$ cat src/rtl/mpr_pkg.sv
package mpr_pkg;

  localparam int PRG_REG_W = 5;

  localparam logic [3:0] PAGE_LATCH = 4'h6;
  localparam logic [3:0] PAGE_PRG0  = 4'h8;
  localparam logic [3:0] PAGE_MIRR  = 4'h9;
  localparam logic [3:0] PAGE_PRG1  = 4'hA;

  typedef struct packed {
    logic [PRG_REG_W-1:0] prg0;
    logic [PRG_REG_W-1:0] prg1;
    logic                 mirr;
    logic                 latch;
  } mpr_state_t;

endpackage

$ cat src/rtl/mpr_wr_decode.sv
module mpr_wr_decode #(
  parameter bit SWAP_A01 = 1'b0
) (
  input  logic [3:0] page,
  input  logic [1:0] a_lo,
  input  logic       wr_en,
  output logic       we_prg0,
  output logic       we_prg1,
  output logic       we_mirr,
  output logic       we_latch
);
  import mpr_pkg::*;

  logic [1:0] sub;

  // board wiring variant: normalise the sub-address lines
  generate
    if (SWAP_A01) begin : g_swap
      assign sub = {a_lo[0], a_lo[1]};
    end else begin : g_norm
      assign sub = a_lo;
    end
  endgenerate

  logic [3:0] hit_prg0;
  logic [3:0] hit_prg1;
  logic [3:0] hit_mirr;

  // one strobe per sub-address slot; every slot of a page aliases the same register
  for (genvar s = 0; s < 4; s++) begin : g_sub
    assign hit_prg0[s] = wr_en && (page == PAGE_PRG0) && (sub == 2'(s));
    assign hit_prg1[s] = wr_en && (page == PAGE_PRG1) && (sub == 2'(s));
    assign hit_mirr[s] = wr_en && (page == PAGE_MIRR) && (sub == 2'(s));
  end

  always_comb begin
    we_prg0  = |hit_prg0;
    we_prg1  = |hit_prg1;
    we_mirr  = |hit_mirr;
    we_latch = wr_en && (page == PAGE_LATCH);
  end

endmodule

$ cat src/rtl/mpr_regs.sv
module mpr_regs (
  input  logic                clk,
  input  logic                rst_n,
  input  logic                we_prg0,
  input  logic                we_prg1,
  input  logic                we_mirr,
  input  logic                we_latch,
  input  logic [7:0]          wdata,
  output mpr_pkg::mpr_state_t st
);
  import mpr_pkg::*;

  mpr_state_t st_q;
  mpr_state_t st_d;

  always_comb begin
    st_d = st_q;
    if (we_prg0)  st_d.prg0  = wdata[PRG_REG_W-1:0];
    if (we_prg1)  st_d.prg1  = wdata[PRG_REG_W-1:0];
    if (we_mirr)  st_d.mirr  = wdata[0];
    if (we_latch) st_d.latch = wdata[0];
  end

  always_ff @(posedge clk or negedge rst_n) begin
    if (!rst_n) begin
      st_q <= '0;
    end else if (we_prg0 || we_prg1 || we_mirr || we_latch) begin
      st_q <= st_d;
    end
  end

  assign st = st_q;

  AST_PRG0_LOAD: assert property (@(posedge clk) disable iff (!rst_n)
    we_prg0 |=> st_q.prg0 == $past(wdata[PRG_REG_W-1:0]));
  AST_PRG0_HIGH_DROPPED: assert property (@(posedge clk) disable iff (!rst_n)
    (we_prg0 && (|wdata[7:5])) |=> st_q.prg0 == $past(wdata[4:0]));
  AST_PRG1_LOAD: assert property (@(posedge clk) disable iff (!rst_n)
    we_prg1 |=> st_q.prg1 == $past(wdata[PRG_REG_W-1:0]));
  AST_MIRR_LOAD: assert property (@(posedge clk) disable iff (!rst_n)
    we_mirr |=> (st_q.mirr == $past(wdata[0])) && $stable(st_q.prg0) && $stable(st_q.prg1));
  AST_LATCH_LOAD: assert property (@(posedge clk) disable iff (!rst_n)
    we_latch |=> st_q.latch == $past(wdata[0]));
  AST_PRG_HOLD: assert property (@(posedge clk) disable iff (!rst_n)
    !(we_prg0 || we_prg1) |=> $stable(st_q.prg0) && $stable(st_q.prg1));

endmodule

$ cat src/rtl/mpr_xlate.sv
module mpr_xlate #(
  parameter int PRG_BANKS = 32,
  localparam int BANK_W = $clog2(PRG_BANKS),
  localparam int ROM_AW = BANK_W + 13
) (
  input  logic                clk,
  input  logic                rst_n,
  input  logic [14:0]         addr,
  input  mpr_pkg::mpr_state_t st,
  output logic [ROM_AW-1:0]   prg_addr
);
  import mpr_pkg::*;

  localparam logic [BANK_W-1:0] BANK_LAST = BANK_W'(PRG_BANKS - 1);
  localparam logic [BANK_W-1:0] BANK_PREV = BANK_W'(PRG_BANKS - 2);

  logic [BANK_W-1:0] bank;

  // power-of-two size: truncation is the mask
  always_comb begin
    unique case (addr[14:13])
      2'b00:   bank = BANK_W'(st.prg0);
      2'b01:   bank = BANK_W'(st.prg1);
      2'b10:   bank = BANK_PREV;
      default: bank = BANK_LAST;
    endcase
    prg_addr = {bank, addr[12:0]};
  end

  AST_FIXED_TOP: assert property (@(posedge clk) disable iff (!rst_n)
    addr[14] |-> (&prg_addr[ROM_AW-1:14]));
  AST_FIXED_ORDER: assert property (@(posedge clk) disable iff (!rst_n)
    addr[14] |-> (prg_addr[13] == addr[13]));

endmodule

$ cat src/rtl/mpr_rdata.sv
module mpr_rdata (
  input  logic       clk,
  input  logic       rst_n,
  input  logic [3:0] page,
  input  logic       cpu_rd,
  input  logic [7:0] bus_last,
  input  logic       latch,
  output logic [7:0] rd_data,
  output logic       rd_drive
);
  import mpr_pkg::*;

  always_comb begin
    rd_drive = cpu_rd && (page == PAGE_LATCH);
    rd_data  = bus_last;
    if (rd_drive) rd_data[0] = latch;
  end

  AST_OPEN_BUS_7PAGE: assert property (@(posedge clk) disable iff (!rst_n)
    (page == 4'h7) |-> (!rd_drive && rd_data == bus_last));
  AST_UPPER_OPEN: assert property (@(posedge clk) disable iff (!rst_n)
    1'b1 |-> rd_data[7:1] == bus_last[7:1]);

endmodule

$ cat src/rtl/prg_bank_ctrl.sv
module prg_bank_ctrl #(
  parameter bit SWAP_A01 = 1'b0,
  parameter int PRG_BANKS = 32,
  localparam int BANK_W = $clog2(PRG_BANKS),
  localparam int ROM_AW = BANK_W + 13
) (
  input  logic              clk,
  input  logic              rst_n,
  input  logic [15:0]       cpu_addr,
  input  logic [7:0]        cpu_wdata,
  input  logic              cpu_wr,
  input  logic              cpu_rd,
  input  logic [7:0]        bus_last,
  input  logic              ppu_a10,
  input  logic              ppu_a11,
  output logic [7:0]        rd_data,
  output logic              rd_drive,
  output logic [ROM_AW-1:0] prg_addr,
  output logic              ciram_a10
);
  import mpr_pkg::*;

  logic rst_meta_q;
  logic rst_sync_q;

  always_ff @(posedge clk or negedge rst_n) begin
    if (!rst_n) begin
      rst_meta_q <= 1'b0;
      rst_sync_q <= 1'b0;
    end else begin
      rst_meta_q <= 1'b1;
      rst_sync_q <= rst_meta_q;
    end
  end

  logic       we_prg0;
  logic       we_prg1;
  logic       we_mirr;
  logic       we_latch;
  mpr_state_t st;

  mpr_wr_decode #(.SWAP_A01(SWAP_A01)) u_dec (
    .page     (cpu_addr[15:12]),
    .a_lo     (cpu_addr[1:0]),
    .wr_en    (cpu_wr),
    .we_prg0  (we_prg0),
    .we_prg1  (we_prg1),
    .we_mirr  (we_mirr),
    .we_latch (we_latch)
  );

  mpr_regs u_regs (
    .clk      (clk),
    .rst_n    (rst_sync_q),
    .we_prg0  (we_prg0),
    .we_prg1  (we_prg1),
    .we_mirr  (we_mirr),
    .we_latch (we_latch),
    .wdata    (cpu_wdata),
    .st       (st)
  );

  mpr_xlate #(.PRG_BANKS(PRG_BANKS)) u_xlate (
    .clk      (clk),
    .rst_n    (rst_sync_q),
    .addr     (cpu_addr[14:0]),
    .st       (st),
    .prg_addr (prg_addr)
  );

  mpr_rdata u_rd (
    .clk      (clk),
    .rst_n    (rst_sync_q),
    .page     (cpu_addr[15:12]),
    .cpu_rd   (cpu_rd),
    .bus_last (bus_last),
    .latch    (st.latch),
    .rd_data  (rd_data),
    .rd_drive (rd_drive)
  );

  assign ciram_a10 = st.mirr ? ppu_a11 : ppu_a10;

  AST_WE_ONEHOT: assert property (@(posedge clk) disable iff (!rst_sync_q)
    $onehot0({we_prg0, we_prg1, we_mirr, we_latch}));
  AST_WE_NONE_ELSEWHERE: assert property (@(posedge clk) disable iff (!rst_sync_q)
    (cpu_addr[15:12] == 4'h7 || cpu_addr[15:12] >= 4'hB) |->
      !(we_prg0 || we_prg1 || we_mirr || we_latch));
  AST_MIRR_FOLLOW: assert property (@(posedge clk) disable iff (!rst_sync_q)
    (ppu_a10 == ppu_a11) |-> ciram_a10 == ppu_a10);

endmodule

$ cat config.mk
export PLATFORM = sky130hd
export DESIGN_NAME = prg_bank_ctrl
export DESIGN_NICKNAME = d
export VERILOG_FILES = /design/src/rtl/mpr_pkg.sv /design/src/rtl/mpr_wr_decode.sv /design/src/rtl/mpr_regs.sv /design/src/rtl/mpr_xlate.sv /design/src/rtl/mpr_rdata.sv /design/src/rtl/prg_bank_ctrl.sv
export SDC_FILE = /design/constraint.sdc
export NUM_CORES = 1
export LEC_CHECK = 0
export ABC_AREA = 0
export BUFFER_PORTS_ARGS = -buffer_cell sky130_fd_sc_hd__buf_2
export CORE_MARGIN = 3
export CORE_UTILIZATION = 38
export CTS_CLUSTER_SIZE = 14
export DETAILED_ROUTE_END_ITERATION = 7
export GPL_TIMING_DRIVEN = 0
export PLACE_DENSITY = 0.78
export REMOVE_ABC_BUFFERS = 1
export SLEW_MARGIN = 20
export SYNTH_ARGS = -nofsm -noshare
export SYNTH_HDL_FRONTEND = slang
export SYNTH_SLANG_ARGS = --single-unit
$ cat constraint.sdc
create_clock -name clk -period 1.2 [get_ports clk]
set_input_delay 0.12 -clock clk [delete_from_list [all_inputs] [get_ports clk]]
set_output_delay 0.12 -clock clk [all_outputs]
set_load 0.02 [all_outputs]
==> flow_summary.toml, run 1 <==
[drt]
drc = 0
totalWireLength_um = 1810
route.detailed.wl_per_inst_um = 16.76
drtIter0Drc = 2
dr.pass1.iters = 3
via_density_per_instance = 5.037
final_antenna_net_count = 0
vias = 544

[clock_network]
clkSlewWorstSetupHoldPaths_ns = 0.08
clock_tree.buffer_depth = 2
clock-root-buffer = "sky130_fd_sc_hd__clkbuf_4"
numClockSinks = 14
clkLatencyLatePin_ns = 0.28
cts_tree = "built"
cts_made_buffers = 3
cts_htree_levels = 1

[yosys]
synth_area_leaders = "sky130_fd_sc_hd__dfrtp_1, sky130_fd_sc_hd__buf_4, sky130_fd_sc_hd__mux2_2"
syn-instance-count = 70
synth.cell_area_um2 = 838.3
async_set_or_reset_flop_fraction_in_the_synthesized_netlist_pct = 100.0
share_of_the_synthesized_area_in_the_top_cell_type_pct = 41.79
ys_dominant_reg_cell = "sky130_fd_sc_hd__dfrtp_1"
synth_most_common_cell = "sky130_fd_sc_hd__buf_4"
synth.top_cells.by_count = "sky130_fd_sc_hd__buf_4, sky130_fd_sc_hd__dfrtp_1, sky130_fd_sc_hd__mux2_2"
ys_seq_area_share_pct = 41.79
flip_flop_and_latch_count_after_synthesis = 14
synthesis.area_per_instance_um2 = 11.98
yosysWarnings = 0
synth_largest_area_cell = "sky130_fd_sc_hd__dfrtp_1"
post_synth_num_cell_types = 17
synth_edf_count = 0

[setup_path]
worst_ep_arrival_ns = 1.16
crit_path_end_kind = "primary output"
worst_setup_path_start_kind = "register"
rr_startpoint = "u_regs.st[10]$_DFFE_PN0P_"
critPathMaxFanout = 2
critPathRequiredTime_ns = 1.08
timing_worst_setup_path_type = "register to primary output"
worstSetupStartpoint = "u_regs.st[10]$_DFFE_PN0P_"

[global_route]
gr-usage-all-layers_pct = 14.18
grt_antenna_before_repair = 0
first_pass_grt_wire_length_um = 2684
grt_pass1_vias = 568
global_route.overflow_total = 0
grt_start_max_net_pins = 14

[layout]
area_delta_synth_final_pct = 15.97
nFillCells = 196
design_area_um2 = 972.2
post_route_cells_drive_above_1_share_pct = 60.49
instances_no_fill = 108
antenna-diode-count = 0
fin_nets = 120

[power_and_ir_drop]
switching_power_mw = 0.3376
power_frac_comb_pct = 27.0
finalPower_mw = 1.307
internal_power_mw = 0.9691
power.density_nw_per_um2 = 1344
clkPwrFrac_pct = 25.7
worst_ir_drop_vdd_mv = 0.5193
sequentialPowerShare_pct = 47.4
netSwitchingFraction_pct = 25.84
static-leakage-power_nw = 0.4617

[floorplanning]
die_w_um = 52.97
die_area_um2 = 2806
core-area_um2 = 2022
top_level_ports = 66
num_rows = 16
die_y_um = 52.97
initial_utilization_pct = 41.46

[timing]
fmax_ghz = 0.7833
timing.final.crit_share_pct = 106.4
clock-skew-final_ns = 0.0005903
grt_setup_unrepaired = "true"
final.min_clock_period_ns = 1.277
timing_max_transition_violations_final = 0
final.setup.worst_slack_ns = -0.07667
final-setup-viol-count = 6
timing.final.hold_violations = 0

[run_status]
outcome = "finished with violations"
violations = "setup timing"

[place]
placed_cells_incl_taps = 99
detailed_place_hpwl_um = 1356
placement.cell_area_um2 = 825.8
globalplace.congestion = 0.7155
placement.io_buffers = 24

[flow_run]
cap_violations = 0

[min_path]
hold_path_startpoint = "cpu_wdata[2]"
hp-class = "input pin to register"
[power by group through the flow]
stage	Sequential, mW	Clock, mW	Combinational (mW)
global route	0.635	0.366	0.382
CTS	0.621	0.346	0.341
global placement	0.623	0	0.266
floorplan	0.615	0	0.191
finish	0.619	0.335	0.353
detailed placement	0.631	0	0.276
[critical path, stage by stage (launching register included)]
cell and delay [ns]:
sky130_fd_sc_hd__dfrtp_1 0.38, sky130_fd_sc_hd__nor2b_1 0.12, sky130_fd_sc_hd__a211o_1 0.24, sky130_fd_sc_hd__buf_6 0.14
[final timing paths]
check | to | cells past startpoint | slack (ns)
max reg2reg | u_regs.st[10]$_DFFE_PN0P_ | 3 | 0.21
min reg2reg | u_regs.st[10]$_DFFE_PN0P_ | 0 | 0.19
max | prg_addr[16] | 3 | -0.08
min | u_regs.st[4]$_DFFE_PN0P_ | 2 | 0.08
max in group asynchronous | u_regs.st[1]$_DFFE_PN0P_ | 0 | 0.69
min in group asynchronous | rst_meta_q$_DFF_PN0_ | 2 | 0.15
[stage by stage]
| stage | setup TNS, ns | utilization (%) | hold slack (ns) | setup slack, ns |
|---|---|---|---|---|
| 5_1_grt | -0.6098 | 48.08 | 0.07316 | -0.1455 |
| 3_5_place_dp | -1.202 | 40.84 | -0.09059 | -0.1225 |
| 2_1_floorplan | 0 | - | -0.1756 | 0.1469 |
| 6_report | -0.3152 | 48.08 | 0.07983 | -0.07667 |
| 4_1_cts | -0.3935 | 47.03 | 0.07141 | -0.09315 |
| 3_3_place_gp | -1.027 | 40.84 | -0.09282 | -0.1090 |
[layout make-up]
type | count | area, um2 | share of cell area, %
Tap cell | 27 | 33.78 | 3.475
Timing Repair Buffer | 29 | 226.5 | 23.29
Multi-Input combinational cell | 34 | 325.3 | 33.46
Sequential cell | 14 | 350.3 | 36.04
Clock buffer | 4 | 36.28 | 3.732
[cells in the final DEF, fill, tap and decap left out]
cell                            count
sky130_fd_sc_hd__nor2_1             1
sky130_fd_sc_hd__buf_2             14
sky130_fd_sc_hd__mux2_2            12
sky130_fd_sc_hd__mux2_4             2
sky130_fd_sc_hd__o21ai_0            1
sky130_fd_sc_hd__dlygate4sd3_1      1
sky130_fd_sc_hd__a211o_1            4
sky130_fd_sc_hd__buf_4              4
sky130_fd_sc_hd__clkbuf_4           3
sky130_fd_sc_hd__nor4b_4            1
sky130_fd_sc_hd__buf_8              1
sky130_fd_sc_hd__buf_6              9
sky130_fd_sc_hd__nor2b_1            4
sky130_fd_sc_hd__dfrtp_1           14
sky130_fd_sc_hd__and2_4             1
sky130_fd_sc_hd__clkbuf_8           1
sky130_fd_sc_hd__conb_1             1
sky130_fd_sc_hd__nand2_1            4
sky130_fd_sc_hd__and4bb_1           1
sky130_fd_sc_hd__nor4_4             1
sky130_fd_sc_hd__nand4_1            1
[repair_timing]
item / in CTS / in global routing
hold buffers: 1 / 0
setup endpoints to repair: 6 / 6
endpoints found under the hold margin: 2 / 0
gates resized for setup: 20 / 1
setup buffers: 2 / 2
pin swaps: 6 / 2
[state kept, by name, summed over array words and instances (netlist names)]
signal	cells
u_regs.st	12
rst_meta_q	1
rst_sync_q	1
[per-layer routing]
layer  share of wire [%]  track usage [%]  vias up
met5                   0            4.762        -
met4                 1.0            5.106        0
met3                  15            11.27        2
met2                  39            18.18       48
met1                  45            17.02      252
li1                    -                -      242
[kinds of logic after synthesis]
family | count (synthesis) | synth area share [%]
buffers and inverters | 22 | 19.85
AND/OR/NAND/NOR | 14 | 13.88
multiplexers | 14 | 19.25
AO/OA/AOI/OAI | 5 | 4.775
other | 1 | 0.4473
flip-flops | 14 | 41.79
(Power assumes the default switching activity.)
==> run 2, diff against run 1 <==
CORE_UTILIZATION = 34   (was 38)
PLACE_DENSITY = 0.71   (was 0.78)
SKIP_LAST_GASP = 1   (was default)
clock period = 1.4 ns   (was 1.2 ns; I/O delays follow)
==> run 2 against run 1 <==
  * The flow now finishes without violations
  * Register-to-register slack improved by 0.41 ns
  * Power is 18% lower
  * Via count decreased by 2.9%
  * Clock-buffer cell count stayed put
  * Clock skew is essentially flat
  * Global-route usage fell by 1.8 points
  * Flip-flop and latch count unchanged
  * Setup slack improved by 0.14 ns
  * Sequential share of layout area is 3.2 points higher
  * Cell count shrank 2.8%
==> flow_summary.toml, run 2 (synthesis results as in run 1) <==
[drt]
route.detailed.wl_per_inst_um = 16.90
via_density_per_instance = 5.029
drtIter0Drc = 4
drc = 0
final_antenna_net_count = 0
totalWireLength_um = 1774
dr.pass1.iters = 2
vias = 528

[layout]
antenna-diode-count = 0
largest_reg_flops = 12
leading_cell_type_in_the_layout_fill_and_taps_excluded = "sky130_fd_sc_hd__buf_2"
fin_nets = 116
nFillCells = 244
multi_input_gate_area_um2 = 321.6
area_delta_synth_final_pct = 6.567
layout_common_cells = "sky130_fd_sc_hd__buf_2, sky130_fd_sc_hd__dfrtp_1, sky130_fd_sc_hd__mux2_2"
post_route_cells_drive_above_1_share_pct = 58.44
ff_latch_area_um2 = 350.3
design_area_um2 = 893.4
postLayoutCoreUtil_pct = 39.25
instances_no_fill = 105

[global_route]
grt_pass1_vias = 552
global_route.overflow_total = 0
gr-usage-all-layers_pct = 12.34
grt_antenna_before_repair = 0
first_pass_grt_wire_length_um = 2849
grt_start_max_net_pins = 14

[clock_network]
clkSlewWorstSetupHoldPaths_ns = 0.08
cts_tree = "built"
clock-root-buffer = "sky130_fd_sc_hd__clkbuf_4"
cts_htree_levels = 1
clkLatencyLatePin_ns = 0.28
post-cts-setup-buffer-count = 0
cts_made_buffers = 3
clock_tree.buffer_depth = 2
numClockSinks = 14

[floorplanning]
initial_utilization_pct = 36.83
die_y_um = 55.66
die_w_um = 55.66
core-area_um2 = 2276
die_area_um2 = 3097
num_rows = 17
top_level_ports = 66

[setup_path]
worstPathCellList = "buf_2 -> and4bb_1 -> and2_4 -> mux2_4 -> buf_2"
critical_path.most_common_cell = "sky130_fd_sc_hd__buf_2"
crit_path_end_kind = "primary output"
critPathSlowestCell = "sky130_fd_sc_hd__mux2_4"
timing_worst_setup_path_type = "input pin to primary output"
timing.rr.end = "u_regs.st[1]$_DFFE_PN0P_"
worst_setup_path_start_kind = "input pin"
worst_r2r_path_depth = 1
timing.reg2reg.setup_slack_ns = 0.62
rr_startpoint = "u_regs.st[1]$_DFFE_PN0P_"
worst_ep_arrival_ns = 1.20
max_stage_delay_ns = 0.28
critPathRequiredTime_ns = 1.26
critPathMaxFanout = 9

[timing]
clock-skew-final_ns = 0.0007602
worst-slew-pin-transition_ns = 0.5036
slew_headroom_pct = 66.43
timing.hold.ws_ns = 0.1030
timing.final.crit_share_pct = 95.45
grt_setup_unrepaired = "false"
final.min_clock_period_ns = 1.336
timing.final.hold_violations = 0
final-setup-viol-count = 0
fmax_ghz = 0.7484
timing.setup.tns_ns = 0
timing_max_transition_violations_final = 0
final.setup.worst_slack_ns = 0.06377

[min_path]
min_delay_worst_endpoint = "u_regs.st[8]$_DFFE_PN0P_"
hold_path_startpoint = "cpu_wdata[1]"
hold_path_depth = 2
hp-class = "input pin to register"

[place]
placement.cell_area_um2 = 827.0
placed_cells_incl_taps = 100
detailed_place_hpwl_um = 1410
globalplace.congestion = 0.6720
pre_cts_ws_ns = 0.03207
placement.io_buffers = 24

[power_and_ir_drop]
power.density_nw_per_um2 = 1198
static-leakage-power_nw = 0.4218
finalPower_mw = 1.070
worst_ir_drop_vdd_mv = 0.6522

[run_status]
outcome = "complete, no violations"

[flow_run]
cap_violations = 0
## run 2: worst max path at each step
stage	startpoint	end	slack (ns)	depth (start not counted)
2_1_floorplan	cpu_addr[15]	u_regs.st[2]$_DFFE_PN0P_	0.33	3
3_3_place_gp	cpu_addr[13]	rd_data[0]	0.04	5
3_5_place_dp	cpu_addr[13]	rd_data[0]	0.03	5
4_1_cts	cpu_addr[13]	rd_data[0]	0.03	5
5_1_grt	cpu_addr[14]	rd_data[0]	0.008	5
6_report	cpu_addr[14]	rd_data[0]	0.06	5
## run 2: per-layer routing
metal / vias up / part of all wire (%) / GRT usage [%]
met2: 47 / 39 / 13.68
met1: 244 / 45 / 17.22
li1: 233 / - / -
met5: - / 0 / 3.571
met3: 4 / 14 / 9.281
met4: 0 / 1.1 / 4.167
## run 2: final cells by class
cell class	count	area share (%)
multi-input cells	34	35.99
well taps	28	3.922
flip-flops and latches	14	39.22
repair buffers	25	16.81
clock buffers	4	4.062
## run 2: repair_timing
action,4_1_cts,5_1_grt
hold endpoints to repair,2,0
resized for setup,0,7
endpoints found under the setup margin,0,5
hold buffers,1,0
## run 2: critical path: cells and delay by family
kind                   cells  cell delay [ns]
buffers and inverters      2             0.38
multiplexers               1             0.28
AND/OR/NAND/NOR            2             0.40
## run 2: power by group
part	total, mW	leakage [nW]	switching, mW	internal [mW]
registers	0.532	0.170	0.0449	0.487
logic	0.249	0.230	0.105	0.144
clock network	0.289	0.0210	0.131	0.158
==> run 3, diff against run 2 <==
SETUP_SLACK_MARGIN = 0.4   (was default)
==> run 3 against run 2 <==
  * Non-clock buffer count grew 2
  * Critical path type is now register to primary output
  * Largest cell class unchanged
  * Setup slack gained 0.045 ns
  * Largest power group unchanged
  * Final area grew 8.4%
  * Flip-flop and latch count is the same
  * Register-to-register slack is essentially flat
==> flow_summary.toml, run 3 (synthesis results as in run 1) <==
[place]
placement.io_buffers = 24
globalplace.congestion = 0.6720
detailed_place_hpwl_um = 1410
placement.cell_area_um2 = 827.0

[drt]
dr.pass1.iters = 1
vias = 541
route.detailed.wl_per_inst_um = 17.65
via_density_per_instance = 5.056
totalWireLength_um = 1889
drc = 0
final_antenna_net_count = 0
drtIter0Drc = 0

[layout]
area_delta_synth_final_pct = 15.52
layout_common_cells = "sky130_fd_sc_hd__dfrtp_1, sky130_fd_sc_hd__buf_2, sky130_fd_sc_hd__mux2_2"
postLayoutCoreUtil_pct = 42.55
design_area_um2 = 968.4
multi_input_gate_area_um2 = 327.8
post_route_cells_drive_above_1_share_pct = 60.76
leading_cell_type_in_the_layout_fill_and_taps_excluded = "sky130_fd_sc_hd__dfrtp_1"
nFillCells = 246
antenna-diode-count = 0
largest_reg_flops = 12
ff_latch_area_um2 = 350.3
fin_nets = 118

[setup_path]
timing_worst_setup_path_type = "register to primary output"
crit_path_end_kind = "primary output"
critPathSlowestCell = "sky130_fd_sc_hd__dfrtp_1"
worst_path_dominant_cell_family = "flip-flops"
worst_setup_path_start_kind = "register"
critPathRequiredTime_ns = 1.26
max_stage_delay_ns = 0.38
worst_ep_arrival_ns = 1.15
critPathMaxFanout = 2
rr_startpoint = "u_regs.st[1]$_DFFE_PN0P_"
timing.reg2reg.setup_slack_ns = 0.61
worst_r2r_path_depth = 1
timing.rr.end = "u_regs.st[1]$_DFFE_PN0P_"
combined_buffer_and_inverter_count_along_the_critical_path = 1
worstPathCellList = "nor2b_1 -> a211o_1 -> buf_6"

[floorplanning]
top_level_ports = 66
core-area_um2 = 2276
initial_utilization_pct = 36.83
die_area_um2 = 3097
num_rows = 17
die_y_um = 55.66
die_w_um = 55.66

[timing]
final.min_clock_period_ns = 1.291
timing.final.hold_violations = 0
clock-skew-final_ns = 0.0009823
timing.final.crit_share_pct = 92.25
slew_headroom_pct = 66.25
timing_max_transition_violations_final = 0
final-setup-viol-count = 0
worst-slew-pin-transition_ns = 0.5062
timing.hold.ws_ns = 0.1028
grt_setup_unrepaired = "true"
fmax_ghz = 0.7743
timing.setup.tns_ns = 0

[clock_network]
clkSlewWorstSetupHoldPaths_ns = 0.08
clock_tree.buffer_depth = 2
cts_htree_levels = 1
clkLatencyLatePin_ns = 0.28
cts_tree = "built"
clock-root-buffer = "sky130_fd_sc_hd__clkbuf_4"
cts_made_buffers = 3
numClockSinks = 14

[global_route]
global_route.overflow_total = 0
gr-usage-all-layers_pct = 12.78
grt_start_max_net_pins = 14
grt_pass1_vias = 581
grt_antenna_before_repair = 0
first_pass_grt_wire_length_um = 2960

[min_path]
hp-class = "input pin to register"
hold_path_startpoint = "cpu_wdata[1]"
min_delay_worst_endpoint = "u_regs.st[8]$_DFFE_PN0P_"
hold_path_depth = 2

[flow_run]
cap_violations = 0

[run_status]
outcome = "complete, no violations"

[power_and_ir_drop]
power.density_nw_per_um2 = 1141
worst_ir_drop_vdd_mv = 0.6482
static-leakage-power_nw = 0.4539
finalPower_mw = 1.105
-- run 3: cell types whose count changed in the layout (fill, tap and decap cells not counted), sizes merged --
cell and delta:
buf +3, clkbuf -1
-- run 3: layer usage --
layer	global-route usage (%)	share of wire, %
met1	17.08	44
met4	4.167	1.0
met2	15.54	41
met3	9.049	14
met5	3.571	0
-- run 3: final cells by class --
type / instances / share of cell area, %
Tap cell: 28 / 3.618
Clock buffer: 4 / 3.747
Multi-Input combinational cell: 34 / 33.85
Sequential cell: 14 / 36.18
Timing Repair Buffer: 27 / 22.61
-- run 3: worst max path at each step --
stage	cells past startpoint	slack [ns]	endpoint	from
global placement	5	0.04	rd_data[0]	cpu_addr[13]
floorplan	3	0.33	u_regs.st[2]$_DFFE_PN0P_	cpu_addr[15]
finish	3	0.11	prg_addr[16]	u_regs.st[10]$_DFFE_PN0P_
global route	3	0.04	prg_addr[14]	u_regs.st[8]$_DFFE_PN0P_
detailed placement	5	0.03	rd_data[0]	cpu_addr[13]
CTS	3	0.09	prg_addr[14]	u_regs.st[8]$_DFFE_PN0P_
-- run 3: power breakdown --
group	internal, mW	switching, mW	total [mW]
Clock	0.158	0.131	0.289
Sequential	0.487	0.0461	0.533
Combinational	0.172	0.111	0.283
Total	0.817	0.288	1.10
-- run 3: timing repair --
action | 4_1_cts | 5_1_grt
resized for setup | 13 | 12
hold buffers | 1 | 0
setup endpoints to repair | 18 | 17
setup buffers | 1 | 1
pin swaps | 5 | 3
hold endpoints to repair | 2 | 0
-- run 3: through the flow --
stage / setup slack, ns / std cells
after floorplan: 0.3269 / 48
after detailed placement: 0.03207 / 100
after CTS: 0.09139 / 106
final: 0.1085 / 107
after global routing: 0.03782 / 107
after global placement: 0.04204 / 100
